**src/rtl/fxp_sqrt_pkg.sv**
```systemverilog
// Package: shared state type and constant-evaluation helpers for the
// square root unit. Assumes constants fit in 64-bit unsigned arithmetic.
package fxp_sqrt_pkg;

    typedef enum logic [2:0] {
        ST_IDLE,
        ST_IT0,
        ST_IT1,
        ST_ITW,
        ST_PO0,
        ST_POW1,
        ST_POW2
    } sq_state_t;

    // Integer floor square root, bit by bit; argument below 2^62.
    function automatic longint unsigned isqrt_u64(input longint unsigned n);
        longint unsigned r;
        longint unsigned t;
        r = 0;
        for (int b = 31; b >= 0; b--) begin
            t = r | (64'd1 << b);
            if (t * t <= n) r = t;
        end
        return r;
    endfunction

    // Reciprocal square root of the midpoint of segment i in [1,2),
    // scaled by 2^frac.
    function automatic longint unsigned seed_value(input int i, input int frac,
                                                   input int sb);
        longint unsigned den;
        longint unsigned num;
        den = (64'd1 << (sb + 1)) + 64'(2 * i + 1);
        num = (64'd1 << (sb + 1)) << (2 * frac);
        return isqrt_u64(num / den);
    endfunction

endpackage

```
**src/rtl/fxp_sqrt_norm.sv**
```systemverilog
// Leading-zero counter and normalizing shifter.
// Examines at most LZ_DEPTH top bits, which bounds the shifter depth.
// Assumes LZ_DEPTH <= W; a zero input yields a count of LZ_DEPTH.
module fxp_sqrt_norm #(
    parameter int W        = 18,
    parameter int LZ_DEPTH = 18,
    parameter int LZW      = $clog2(W + 1)
) (
    input  logic [W-1:0]   val_i,
    output logic [LZW-1:0] lz_o,
    output logic [W-1:0]   norm_o
);

    // Count zeros above the first set bit within the examined window.
    always_comb begin
        logic found;
        found = 1'b0;
        lz_o  = '0;
        for (int i = W - 1; i >= W - LZ_DEPTH; i--) begin
            if (!found) begin
                if (val_i[i]) found = 1'b1;
                else          lz_o  = lz_o + LZW'(1);
            end
        end
    end

    // Shift the leading one up to the top bit.
    assign norm_o = val_i << lz_o;

endmodule

```
**src/rtl/fxp_sqrt_seed.sv**
```systemverilog
// Starting estimate of 1/sqrt(s) for s in [1,2), from 2^SEG_BITS equal
// segments evaluated at their midpoints. Table contents are computed
// at elaboration. Assumes 2*IF + SEG_BITS + 1 <= 62.
module fxp_sqrt_seed #(
    parameter int IW       = 24,
    parameter int IF       = 22,
    parameter int SEG_BITS = 4
) (
    input  logic [SEG_BITS-1:0] idx_i,
    output logic [IW-1:0]       seed_o
);
    import fxp_sqrt_pkg::*;

    localparam int SEGS = 1 << SEG_BITS;

    logic [IW-1:0] tbl [SEGS];

    // One constant per segment.
    for (genvar g = 0; g < SEGS; g++) begin : g_seg
        assign tbl[g] = IW'(seed_value(g, IF, SEG_BITS));
    end

    // Select the segment of the operand.
    assign seed_o = tbl[idx_i];

endmodule

```
**src/rtl/fxp_sqrt_mul.sv**
```systemverilog
// Pipelined unsigned multiplier with LAT register stages, shared by all
// products of the square root unit. A flush empties the valid pipeline.
// Assumes LAT >= 1.
module fxp_sqrt_mul #(
    parameter int IW  = 24,
    parameter int LAT = 2
) (
    input  logic            clk,
    input  logic            rst_n,
    input  logic            flush_i,
    input  logic            vld_i,
    input  logic [IW-1:0]   a_i,
    input  logic [IW-1:0]   b_i,
    output logic            vld_o,
    output logic [2*IW-1:0] prod_o
);

    logic [2*IW-1:0] pr [LAT];
    logic            vl [LAT];

    for (genvar g = 0; g < LAT; g++) begin : g_stage
        if (g == 0) begin : g_first
            // Form the product in the first stage.
            always_ff @(posedge clk) begin
                pr[0] <= (2 * IW)'(a_i) * (2 * IW)'(b_i);
            end
            // Track validity of the first stage.
            always_ff @(posedge clk) begin
                if (!rst_n || flush_i) vl[0] <= 1'b0;
                else                   vl[0] <= vld_i;
            end
        end else begin : g_next
            // Carry the product down the pipeline.
            always_ff @(posedge clk) begin
                pr[g] <= pr[g-1];
            end
            // Carry validity down the pipeline.
            always_ff @(posedge clk) begin
                if (!rst_n || flush_i) vl[g] <= 1'b0;
                else                   vl[g] <= vl[g-1];
            end
        end
    end

    assign vld_o  = vl[LAT-1];
    assign prod_o = pr[LAT-1];

endmodule

```
**src/rtl/fxp_sqrt.sv**
```systemverilog
// Fixed-point square root: normalize, seed, Newton-Raphson reciprocal
// square root, odd-exponent correction, operand product, final shift.
// Assumes W-1 >= SEG_BITS, GUARD >= 0, W <= 24 (64-bit constants),
// and LZ_DEPTH = W for full operand range.
module fxp_sqrt #(
    parameter int W        = 18,
    parameter int F        = 15,
    parameter int GUARD    = 6,
    parameter int MUL_LAT  = 2,
    parameter int LZ_DEPTH = 18,
    parameter int ITW      = 3,
    parameter int SEG_BITS = 4
) (
    input  logic           clk,
    input  logic           rst_n,
    input  logic           req_i,
    input  logic [W-1:0]   operand_i,
    input  logic [ITW-1:0] iters_i,
    output logic           ready_o,
    output logic [W-1:0]   root_o
);
    import fxp_sqrt_pkg::*;

    localparam int IW    = W + GUARD;
    localparam int IF    = IW - 2;
    localparam int LZW   = $clog2(W + 1);
    localparam int SHW   = $clog2(2 * IW);
    localparam int EBASE = W - 1 - F;
    localparam logic [IW-1:0] ONE       = IW'(64'd1 << IF);
    localparam logic [IW-1:0] INV_SQRT2 = IW'(isqrt_u64(64'd1 << (2 * IF - 1)));

    // input pipeline
    logic           v1, v2;
    logic [W-1:0]   op1, op2, m2;
    logic [ITW-1:0] it1, it2;
    logic [LZW-1:0] lz2;
    logic [LZW-1:0] lz_c;
    logic [W-1:0]   norm_c;
    logic [IW-1:0]  seed_c;
    logic [SHW-1:0] sh_c;
    logic           odd_c;

    // core state
    sq_state_t      state;
    logic [W-1:0]   a_q;
    logic [IW-1:0]  s_q, x_q, hx_q, xx_q;
    logic [ITW-1:0] left_q;
    logic [SHW-1:0] sh_q;
    logic           odd_q;
    logic [1:0]     rc_q;
    logic           ready_q;
    logic [W-1:0]   root_q;

    // multiplier
    logic            mi_v, mul_vo;
    logic [IW-1:0]   mi_a, mi_b, mq, xn;
    logic [2*IW-1:0] mp;

    fxp_sqrt_norm #(.W(W), .LZ_DEPTH(LZ_DEPTH), .LZW(LZW)) u_norm (
        .val_i  (op1),
        .lz_o   (lz_c),
        .norm_o (norm_c)
    );

    fxp_sqrt_seed #(.IW(IW), .IF(IF), .SEG_BITS(SEG_BITS)) u_seed (
        .idx_i  (m2[W-2 -: SEG_BITS]),
        .seed_o (seed_c)
    );

    fxp_sqrt_mul #(.IW(IW), .LAT(MUL_LAT)) u_mul (
        .clk     (clk),
        .rst_n   (rst_n),
        .flush_i (req_i),
        .vld_i   (mi_v),
        .a_i     (mi_a),
        .b_i     (mi_b),
        .vld_o   (mul_vo),
        .prod_o  (mp)
    );

    // Product rescaled to the Q2.IF working format.
    assign mq = mp[IF +: IW];
    // Newton-Raphson update: 1.5x - 0.5*(x^2)*(s*x).
    assign xn = hx_q - (mq >> 1);

    // Exponent left by normalization, its parity and the final shift.
    always_comb begin
        int e_v;
        int sh_v;
        e_v   = EBASE - int'(lz2);
        sh_v  = IF + (e_v >>> 1);
        sh_c  = SHW'(sh_v);
        odd_c = e_v[0];
    end

    // Choose what the shared multiplier receives this cycle.
    always_comb begin
        mi_v = 1'b0;
        mi_a = x_q;
        mi_b = x_q;
        if (!req_i) begin
            case (state)
                ST_IT0:  mi_v = 1'b1;
                ST_IT1:  begin mi_v = 1'b1; mi_a = s_q; end
                ST_PO0:  begin mi_v = 1'b1; mi_b = odd_q ? INV_SQRT2 : ONE; end
                ST_POW1: begin mi_v = mul_vo; mi_a = mq; mi_b = IW'(a_q); end
                default: ;
            endcase
            if ((state == ST_IT1 || state == ST_ITW) && mul_vo && rc_q == 2'd1) begin
                mi_v = 1'b1;
                mi_a = xx_q;
                mi_b = mq;
            end
        end
    end

    // Input pipeline stages one and two: capture, then normalize.
    always_ff @(posedge clk) begin
        if (!rst_n) begin
            v1  <= 1'b0;
            v2  <= 1'b0;
            op1 <= '0;
            it1 <= '0;
            op2 <= '0;
            it2 <= '0;
            m2  <= '0;
            lz2 <= '0;
        end else begin
            v1 <= req_i;
            v2 <= v1 & ~req_i;
            if (req_i) begin
                op1 <= operand_i;
                it1 <= (iters_i == '0) ? ITW'(1) : iters_i;
            end
            if (v1) begin
                op2 <= op1;
                it2 <= it1;
                m2  <= norm_c;
                lz2 <= lz_c;
            end
        end
    end

    // Stage three launch and the sequencing of iterations and post steps.
    always_ff @(posedge clk) begin
        if (!rst_n) begin
            state   <= ST_IDLE;
            a_q     <= '0;
            s_q     <= '0;
            x_q     <= '0;
            hx_q    <= '0;
            xx_q    <= '0;
            left_q  <= '0;
            sh_q    <= '0;
            odd_q   <= 1'b0;
            rc_q    <= '0;
            ready_q <= 1'b0;
            root_q  <= '0;
        end else begin
            ready_q <= 1'b0;
            if (req_i) begin
                state <= ST_IDLE;
            end else if (v2) begin
                a_q    <= op2;
                s_q    <= IW'(m2) << (IF - (W - 1));
                x_q    <= seed_c;
                left_q <= it2;
                sh_q   <= sh_c;
                odd_q  <= odd_c;
                rc_q   <= '0;
                if (op2 == '0) begin
                    root_q  <= '0;
                    ready_q <= 1'b1;
                    state   <= ST_IDLE;
                end else begin
                    state <= ST_IT0;
                end
            end else begin
                case (state)
                    ST_IT0: begin
                        hx_q  <= x_q + (x_q >> 1);
                        rc_q  <= '0;
                        state <= ST_IT1;
                    end
                    ST_IT1, ST_ITW: begin
                        if (state == ST_IT1) state <= ST_ITW;
                        if (mul_vo) begin
                            case (rc_q)
                                2'd0: begin xx_q <= mq; rc_q <= 2'd1; end
                                2'd1: rc_q <= 2'd2;
                                default: begin
                                    x_q  <= xn;
                                    rc_q <= '0;
                                    if (left_q > ITW'(1)) begin
                                        left_q <= left_q - ITW'(1);
                                        state  <= ST_IT0;
                                    end else begin
                                        state <= ST_PO0;
                                    end
                                end
                            endcase
                        end
                    end
                    ST_PO0:  state <= ST_POW1;
                    ST_POW1: if (mul_vo) state <= ST_POW2;
                    ST_POW2: begin
                        if (mul_vo) begin
                            root_q  <= W'(mp >> sh_q);
                            ready_q <= 1'b1;
                            state   <= ST_IDLE;
                        end
                    end
                    default: state <= ST_IDLE;
                endcase
            end
        end
    end

    assign ready_o = ready_q;
    assign root_o  = root_q;

    // the answer strobe lasts one cycle.
    a_r7_ready_pulse: assert property (@(posedge clk) disable iff (!rst_n)
        ready_q |=> !ready_q);

    // the result register moves only together with the strobe.
    a_r7_result_held: assert property (@(posedge clk) disable iff (!rst_n)
        !ready_q |-> $stable(root_q));

    // a zero root is returned exactly for a zero operand.
    a_r6_zero_only: assert property (@(posedge clk) disable iff (!rst_n)
        ready_q |-> ((root_q == '0) == (a_q == '0)));

    // no multiplier result surfaces once the sequencer is idle.
    a_r8_no_stale_product: assert property (@(posedge clk) disable iff (!rst_n)
        mul_vo |-> (state != ST_IDLE));

    // a nonzero operand reaches stage two with its top bit set.
    if (LZ_DEPTH >= W - 1) begin : g_norm_chk
        a_r2_normalized: assert property (@(posedge clk) disable iff (!rst_n)
            (v2 && op2 != '0) |-> m2[W-1]);
    end

    // the refined reciprocal lies in (0.5, 1.0] before correction.
    a_r1_iterate_bounded: assert property (@(posedge clk) disable iff (!rst_n)
        (state == ST_PO0) |-> ((x_q <= ONE) && (x_q > (ONE >> 1))));

endmodule

```
**config.mk**
```make
export PLATFORM = sky130hd
export DESIGN_NAME = fxp_sqrt
export DESIGN_NICKNAME = d
export VERILOG_FILES = /design/src/rtl/fxp_sqrt_pkg.sv /design/src/rtl/fxp_sqrt_norm.sv /design/src/rtl/fxp_sqrt_seed.sv /design/src/rtl/fxp_sqrt_mul.sv /design/src/rtl/fxp_sqrt.sv
export SDC_FILE = /design/constraint.sdc
export NUM_CORES = 2
export LEC_CHECK = 0
export ABC_AREA = 1
export ABC_CLOCK_PERIOD_IN_PS = 8400
export BUFFER_PORTS_ARGS = -buffer_cell sky130_fd_sc_hd__buf_2
export CAP_MARGIN = 5
export CORE_MARGIN = 2
export CORE_UTILIZATION = 35
export DETAILED_ROUTE_END_ITERATION = 12
export GPL_ROUTABILITY_DRIVEN = 0
export GPL_TIMING_DRIVEN = 0
export SETUP_SLACK_MARGIN = 0.05
export SLEW_MARGIN = 40
export SYNTH_ARGS = -nofsm -noshare
export SYNTH_HDL_FRONTEND = slang
export SYNTH_HIERARCHICAL = 1
export SYNTH_SLANG_ARGS = --single-unit
```
**constraint.sdc**
```tcl
create_clock -name clk -period 8.4 [get_ports clk]
set_input_delay 0.84 -clock clk [delete_from_list [all_inputs] [get_ports clk]]
set_output_delay 0.84 -clock clk [all_outputs]
set_load 0.01 [all_outputs]
```
* Word-level counts from Yosys, hierarchy flattened
Memories as Yosys holds them, arrays and structs flattened.
Cells that the tools add are included.
** Storage, ports and cells
- Input bits :: 24
- ROM bits :: 384
- Register bits :: 209
- Output and inout port bits :: 19
- Word-level logic and storage cells :: 210
- Memories :: 3
- RAM bits :: 98
** Cells by class
- Reduce and logical (&&, ||, !) cells :: 25
- Multipliers :: 1
- Order comparisons :: 2
- Multiplexer cells :: 116
- Eq/ne operators :: 12
- Add/subtract/negate cells :: 22
- Shift-type cells :: 2
- Bitwise logic cells :: 7
** Memories
- (no name shown) :: depth 16, bits a word 24, rd ports 1, clocked after Yosys merged registers in 0, write ports 0, RTL line fxp_sqrt_seed.sv:24 : assign seed_o = tbl[idx_i];
- u_mul.pr :: depth 2, bits a word 48, rd ports 2, clocked after Yosys merged registers in 0, write ports 2, RTL line fxp_sqrt_mul.sv:18 : logic [2*IW-1:0] pr [LAT];
- u_mul.vl :: depth 2, bits a word 1, rd ports 2, clocked after Yosys merged registers in 0, write ports 2, RTL line fxp_sqrt_mul.sv:19 : logic vl [LAT];
** Operators with widths (count)
- two-way mux 24 bit :: 10
- two-way mux 5 bit :: 34
- one-hot mux 24 bit (2 select lines) :: 2
- adder 5 x 1 -> 5 bit, second input constant :: 16
- two-way mux 18 bit :: 4
- multiplier 24 x 24 -> 48 bit :: 1
- >> shifter 48 x 6 -> 18 bit :: 1
- two-way mux 1 bit :: 46
- two-way mux 3 bit :: 13
- adder 24 x 23 -> 24 bit :: 1
- subtractor 24 x 23 -> 24 bit :: 1
- two-way mux 23 bit :: 1
- zero test 18 bit :: 1
- left shift 18 x 5 -> 18 bit :: 1
- one-hot mux 3 bit (5 select lines) :: 1
- AND reduction 5 bit :: 2
- == test 3 bit, second input constant :: 3
- != test 3 bit, second input constant :: 3
- one-hot mux 2 bit (2 select lines) :: 2
- AND reduction 4 bit :: 2
- nonzero test 2 bit :: 4
- adder 6 x 5 -> 6 bit, first input constant :: 1
- == test 3 x 2 -> 1 bit, second input constant :: 2
- AND reduction 3 bit :: 2
- 23 further kinds :: 33

* Logic depth before layout (Yosys ltp)
- Depth in word-level cells :: 53
- Mapped depth :: 62
- Depth with buffers taken out :: 61

* By module
The synthesis kept the hierarchy.
** Modules (own cells, without submodules)
- fxp_sqrt_mul :: area each 22912.0 um^2, times used 1, cells each 3021, sequential area each 1961.9 um^2
- fxp_sqrt :: area each 14465.1 um^2, times used 1, cells each 2352, sequential area each 4184.0 um^2
- fxp_sqrt_norm :: area each 2573.7 um^2, times used 1, cells each 523, sequential area each 0.0 um^2
- fxp_sqrt_seed :: area each 570.5 um^2, times used 1, cells each 112, sequential area each 0.0 um^2

* Least setup slack after synthesis
No wires, ideal clock.
- Path type :: input port to flip-flop
- From :: input port req_i
- To :: memory u_mul/pr[0][43] (netlist bit)
- Buffers on the path :: 3
- Data required time :: 8.288 ns
- Arrival time :: 7.041 ns
- Setup slack :: 1.247 ns
- Stages :: 31
- Cell sequence :: inv_1 -> clkbuf_1 -> clkbuf_1 -> o221ai_1 -> o21ai_0 -> clkbuf_1 -> nand2_1 -> fa_1 -> inv_1 -> fa_1 -> inv_1 -> fa_1 -> inv_1 -> fa_1 -> inv_1 -> fa_1 -> inv_1 -> fa_1 -> inv_1 -> fa_1 -> inv_1 -> ha_1 -> nand2_2 -> nor2_1 -> nand2_1 -> nor2_1 -> nand2_1 -> nand3_2 -> nand2_2 -> nand3_1 -> nand2_1
** RTL lines
- from (decl) :: RTL line fxp_sqrt.sv:16 : input logic req_i,
- to (decl) :: RTL line fxp_sqrt_mul.sv:18

==> metrics.md <==
| Metric | Value |
|---|---|
| Global-route wire length before repair | `218 mm` |
| Placed cells | `7579` |
| Synthesis-to-finish area growth | `9.56%` |
| # hold bufs at CTS | `0` |
| Final Max Slew Viols | `0` |
| Mean Syn Cell Area | `slightly below 7 um^2` |
| Antenna violations before repair | `7` |
| Ant. Diodes | `0` |
| Post-route ant nets | `0` |
| Slowest cell delay on critical path | `approximately 0.57 ns` |
| Wire per inst | `18.8 um` |
| Starting Density | `0.353` |
| Die area | `approximately 0.12 mm^2` |
| Nets | `6860` |
| First DRT Iteration DRCs | `4124` |
| DP Wirelength | `118 mm` |
| Die width | `344 um` |
| Reg2reg setup slack | `0.23 ns` |
| Primary FF master, synth | `dfxtp_1` |
| Vias per Instance | `5.07` |
| Ys Warns | `6` |
| Crit. End Element | `flip-flop` |
| Pleak | `about 25 nW` |
| Switching pwr | `roughly 1.4 mW` |
| Clk sinks | `a little over 300` |
| P per Cell Area | `between 90 and 100 mW/mm^2` |
| Cell count after synthesis | `6008` |
| Largest net degree at the start of global routing | `16` |
| CP max FO | `10` |
| Worst path arrival time | `8.60 ns` |
| Hold Fails Final Rpt | `0` |
| Register clock-pin slew on the reported worst setup and hold paths | `0.07 ns` |
| Drt drc | `0` |
| Worst-Margin Slew | `0.925 ns` |
| Fin util | `0.387` |
| Placed Area | `0.0429 mm^2` |
| Hold Crit Class | `flip-flop to flip-flop` |
| Max Cap Viol | `0` |
| Worst-Skew Late Latency | `0.59 ns` |
| Relative slew margins | `0.383` |
| I/O pin cnt | `43` |
| DRT Pass-1 Iters | `7` |
| Fmax | `0.122 GHz` |
| Combinational Power Share | `0.239` |
| Launching element type of the critical path | `flip-flop` |
| Crit-path slowest cell | `fa_1` |
| Setup-failing EPs final | `0` |
| Fraction of layout cells with a size suffix above 1 | `0.0791` |
| Die Ht | `344 um` |
| Tcrit/Tclk final | `0.972` |
| Asr flop ratio synth | `0` |
| Unrepaired setup endpoints after global routing | `no` |
| CTS max path bufs | `3` |
| Number of synthesized flops with an enable pin | `0` |
| Via count | `38727` |
| Seq/Total Area, Yosys | `0.152` |
| Post-route cell area | `0.0444 mm^2` |
| Yosys reg bits | `307` |
| Vias in the first global route | `37320` |
| Worst Clk Skew | `0.0450 ns` |
| Netlist cell types | `just over 60` |
| Root buffer cell | `clkbuf_16` |
| Overall global routing resource usage | `0.241` |
| Detailed Route WL | `approximately 140 mm` |
| Pint | `2.79 mW` |
| Num CTS Buffers | `36` |
| Synthesized area | `around 0.04 mm^2` |
| Row count | `124` |
| Sequential fraction of design power | `0.364` |
| Final std cells w/o fill | `7642` |
| Tmin final | `8.17 ns` |
| CP Class | `flip-flop to flip-flop` |
| Critical Path RT | `roughly 8.8 ns` |
| Status | `completed` |
| Gr ovfl total | `0` |
| Switching Fraction | `0.333` |
| Core footprint | `around 0.11 mm^2` |
| CTS tree | `built` |
| Number of I/O port buffers | `42` |
| Clock Power Share | `0.397` |
| H-tree depth | `2` |
| Maximum vdd ir drop | `about 0.00015 V` |
| Hold_ws | `0.319 ns` |
| Fin Setup TNS | `0 ns` |
[per-layer routing]
metal  routed length [um]  part of all wire  track usage
met1                57500              0.40        0.311
met2                63000              0.44        0.378
met3                15000              0.10       0.0594
met4                 7890             0.055        0.113
met5                   29           0.00020            0
[synth_stat cells (39+ instances only)]
cell type / count / share of area
fa_1: 484 / 0.24
clkbuf_1: 169 / 0.016
ha_1: 247 / 0.076
nor2_1: 386 / 0.036
buf_2: 39 / 0.0048
nand3_1: 377 / 0.047
inv_1: 1315 / 0.12
a21oi_1: 241 / 0.030
dfxtp_1: 307 / 0.15
nand2_1: 1636 / 0.15
o21ai_0: 344 / 0.042
xor2_1: 42 / 0.0091
buf_4: 66 / 0.012
[metrics by stage]
step           setup slack, ns  total power, mW
2_1_floorplan             1.25             2.29
3_3_place_gp             -1.32             2.52
3_5_place_dp            -0.794             2.53
4_1_cts                 0.0287             4.18
5_1_grt                 0.0192             4.41
6_report                 0.233             4.18
[sequential cells by signal (all words and copies together) (netlist names), 2 cells and up]
name and count:
u_mul/pr 96, hx_q 24, x_q 24, xx_q 24
a_q 18, m2 18, op1 18, op2 18
root_o 18, s_q 18, sh_q 6, lz2 5
it1 3, it2 3, left_q 3, state 3
rc_q 2, u_mul/vl 2
[worst paths after layout]
kind | start | end | cells after the start
setup / recovery | state[1]$_SDFFE_PP0P_ | u_mul/pr[0][23]$_DFF_P_ | 31
hold / removal | u_mul/pr[0][10]$_DFF_P_ | u_mul/pr[0][58]$_DFF_P_ | 0
setup reg to reg | state[1]$_SDFFE_PP0P_ | u_mul/pr[0][23]$_DFF_P_ | 31
hold reg to reg | u_mul/pr[0][10]$_DFF_P_ | u_mul/pr[0][58]$_DFF_P_ | 0
[final cells by class]
| cell class | instances | area (um^2) |
|---|---|---|
| clock inverter | 17 | 238 |
| fill | 12232 | 70300 |
| timing repair buffer | 60 | 353 |
| clock buffer | 46 | 998 |
| inverter | 1341 | 5040 |
| multi-input combinational | 4066 | 28100 |
| tap | 1512 | 1890 |
| sequential | 307 | 6150 |
| buffer | 293 | 1590 |
[cells by family after synthesis]
group	count (synthesis)	share of synthesized area
AO/OA/AOI/OAI	704	0.0936
other	2	0.000185
adder cells (fa/ha/maj)	731	0.315
buffers and inverters	1636	0.160
XOR/XNOR	59	0.0129
AND/OR/NAND/NOR	2568	0.266
multiplexers	1	0.000247
flip-flops	307	0.152
[placed cells by master, fill, tap and decap left out, types with 9 or more instances in the layout]
cell type / n
a21oi_1: 241
o221ai_1: 12
xnor2_1: 16
o22ai_1: 10
nand3_1: 377
nor3_1: 18
buf_6: 9
nor2_4: 16
buf_4: 84
clkbuf_1: 96
o21ai_1: 24
nand4_1: 27
o21bai_1: 12
buf_2: 92
inv_1: 1314
o21ai_2: 33
nor2_1: 385
or2_2: 16
o21ai_0: 304
inv_2: 18
fa_1: 484
nor2_2: 13
o211ai_1: 30
clkbuf_4: 9
buf_1: 14
ha_1: 246
clkbuf_2: 51
nand2_1: 1636
dfxtp_1: 307
nand3_2: 14
xor2_1: 40
nand2_2: 31
a31oi_1: 10
clkbuf_16: 36
[worst max-delay path, delay by kind of cell, from the launching register on]
family / cells / cell delay (ns)
simple gates: 8 / 1.21
buf+inv: 11 / 1.47
flops: 1 / 0.43
xor+xnor: 1 / 0.29
compound gates: 3 / 0.59
fa+ha+maj: 8 / 4.03
[power groups by stage]
stage / sequential, mW / combinational (mW) / clock (mW)
5_1_grt: 1.52 / 1.14 / 1.75
2_1_floorplan: 1.54 / 0.751 / 0
3_3_place_gp: 1.55 / 0.964 / 0
6_report: 1.52 / 0.999 / 1.66
3_5_place_dp: 1.55 / 0.975 / 0
4_1_cts: 1.52 / 0.980 / 1.68
[repair_timing]
item | in CTS | in global routing
endpoints found under the setup margin | 26 | 50
pin swaps | 0 | 2
setup buffers | 0 | 1
gates resized for setup | 13 | 163
Power figures use the tool's default switching activity.
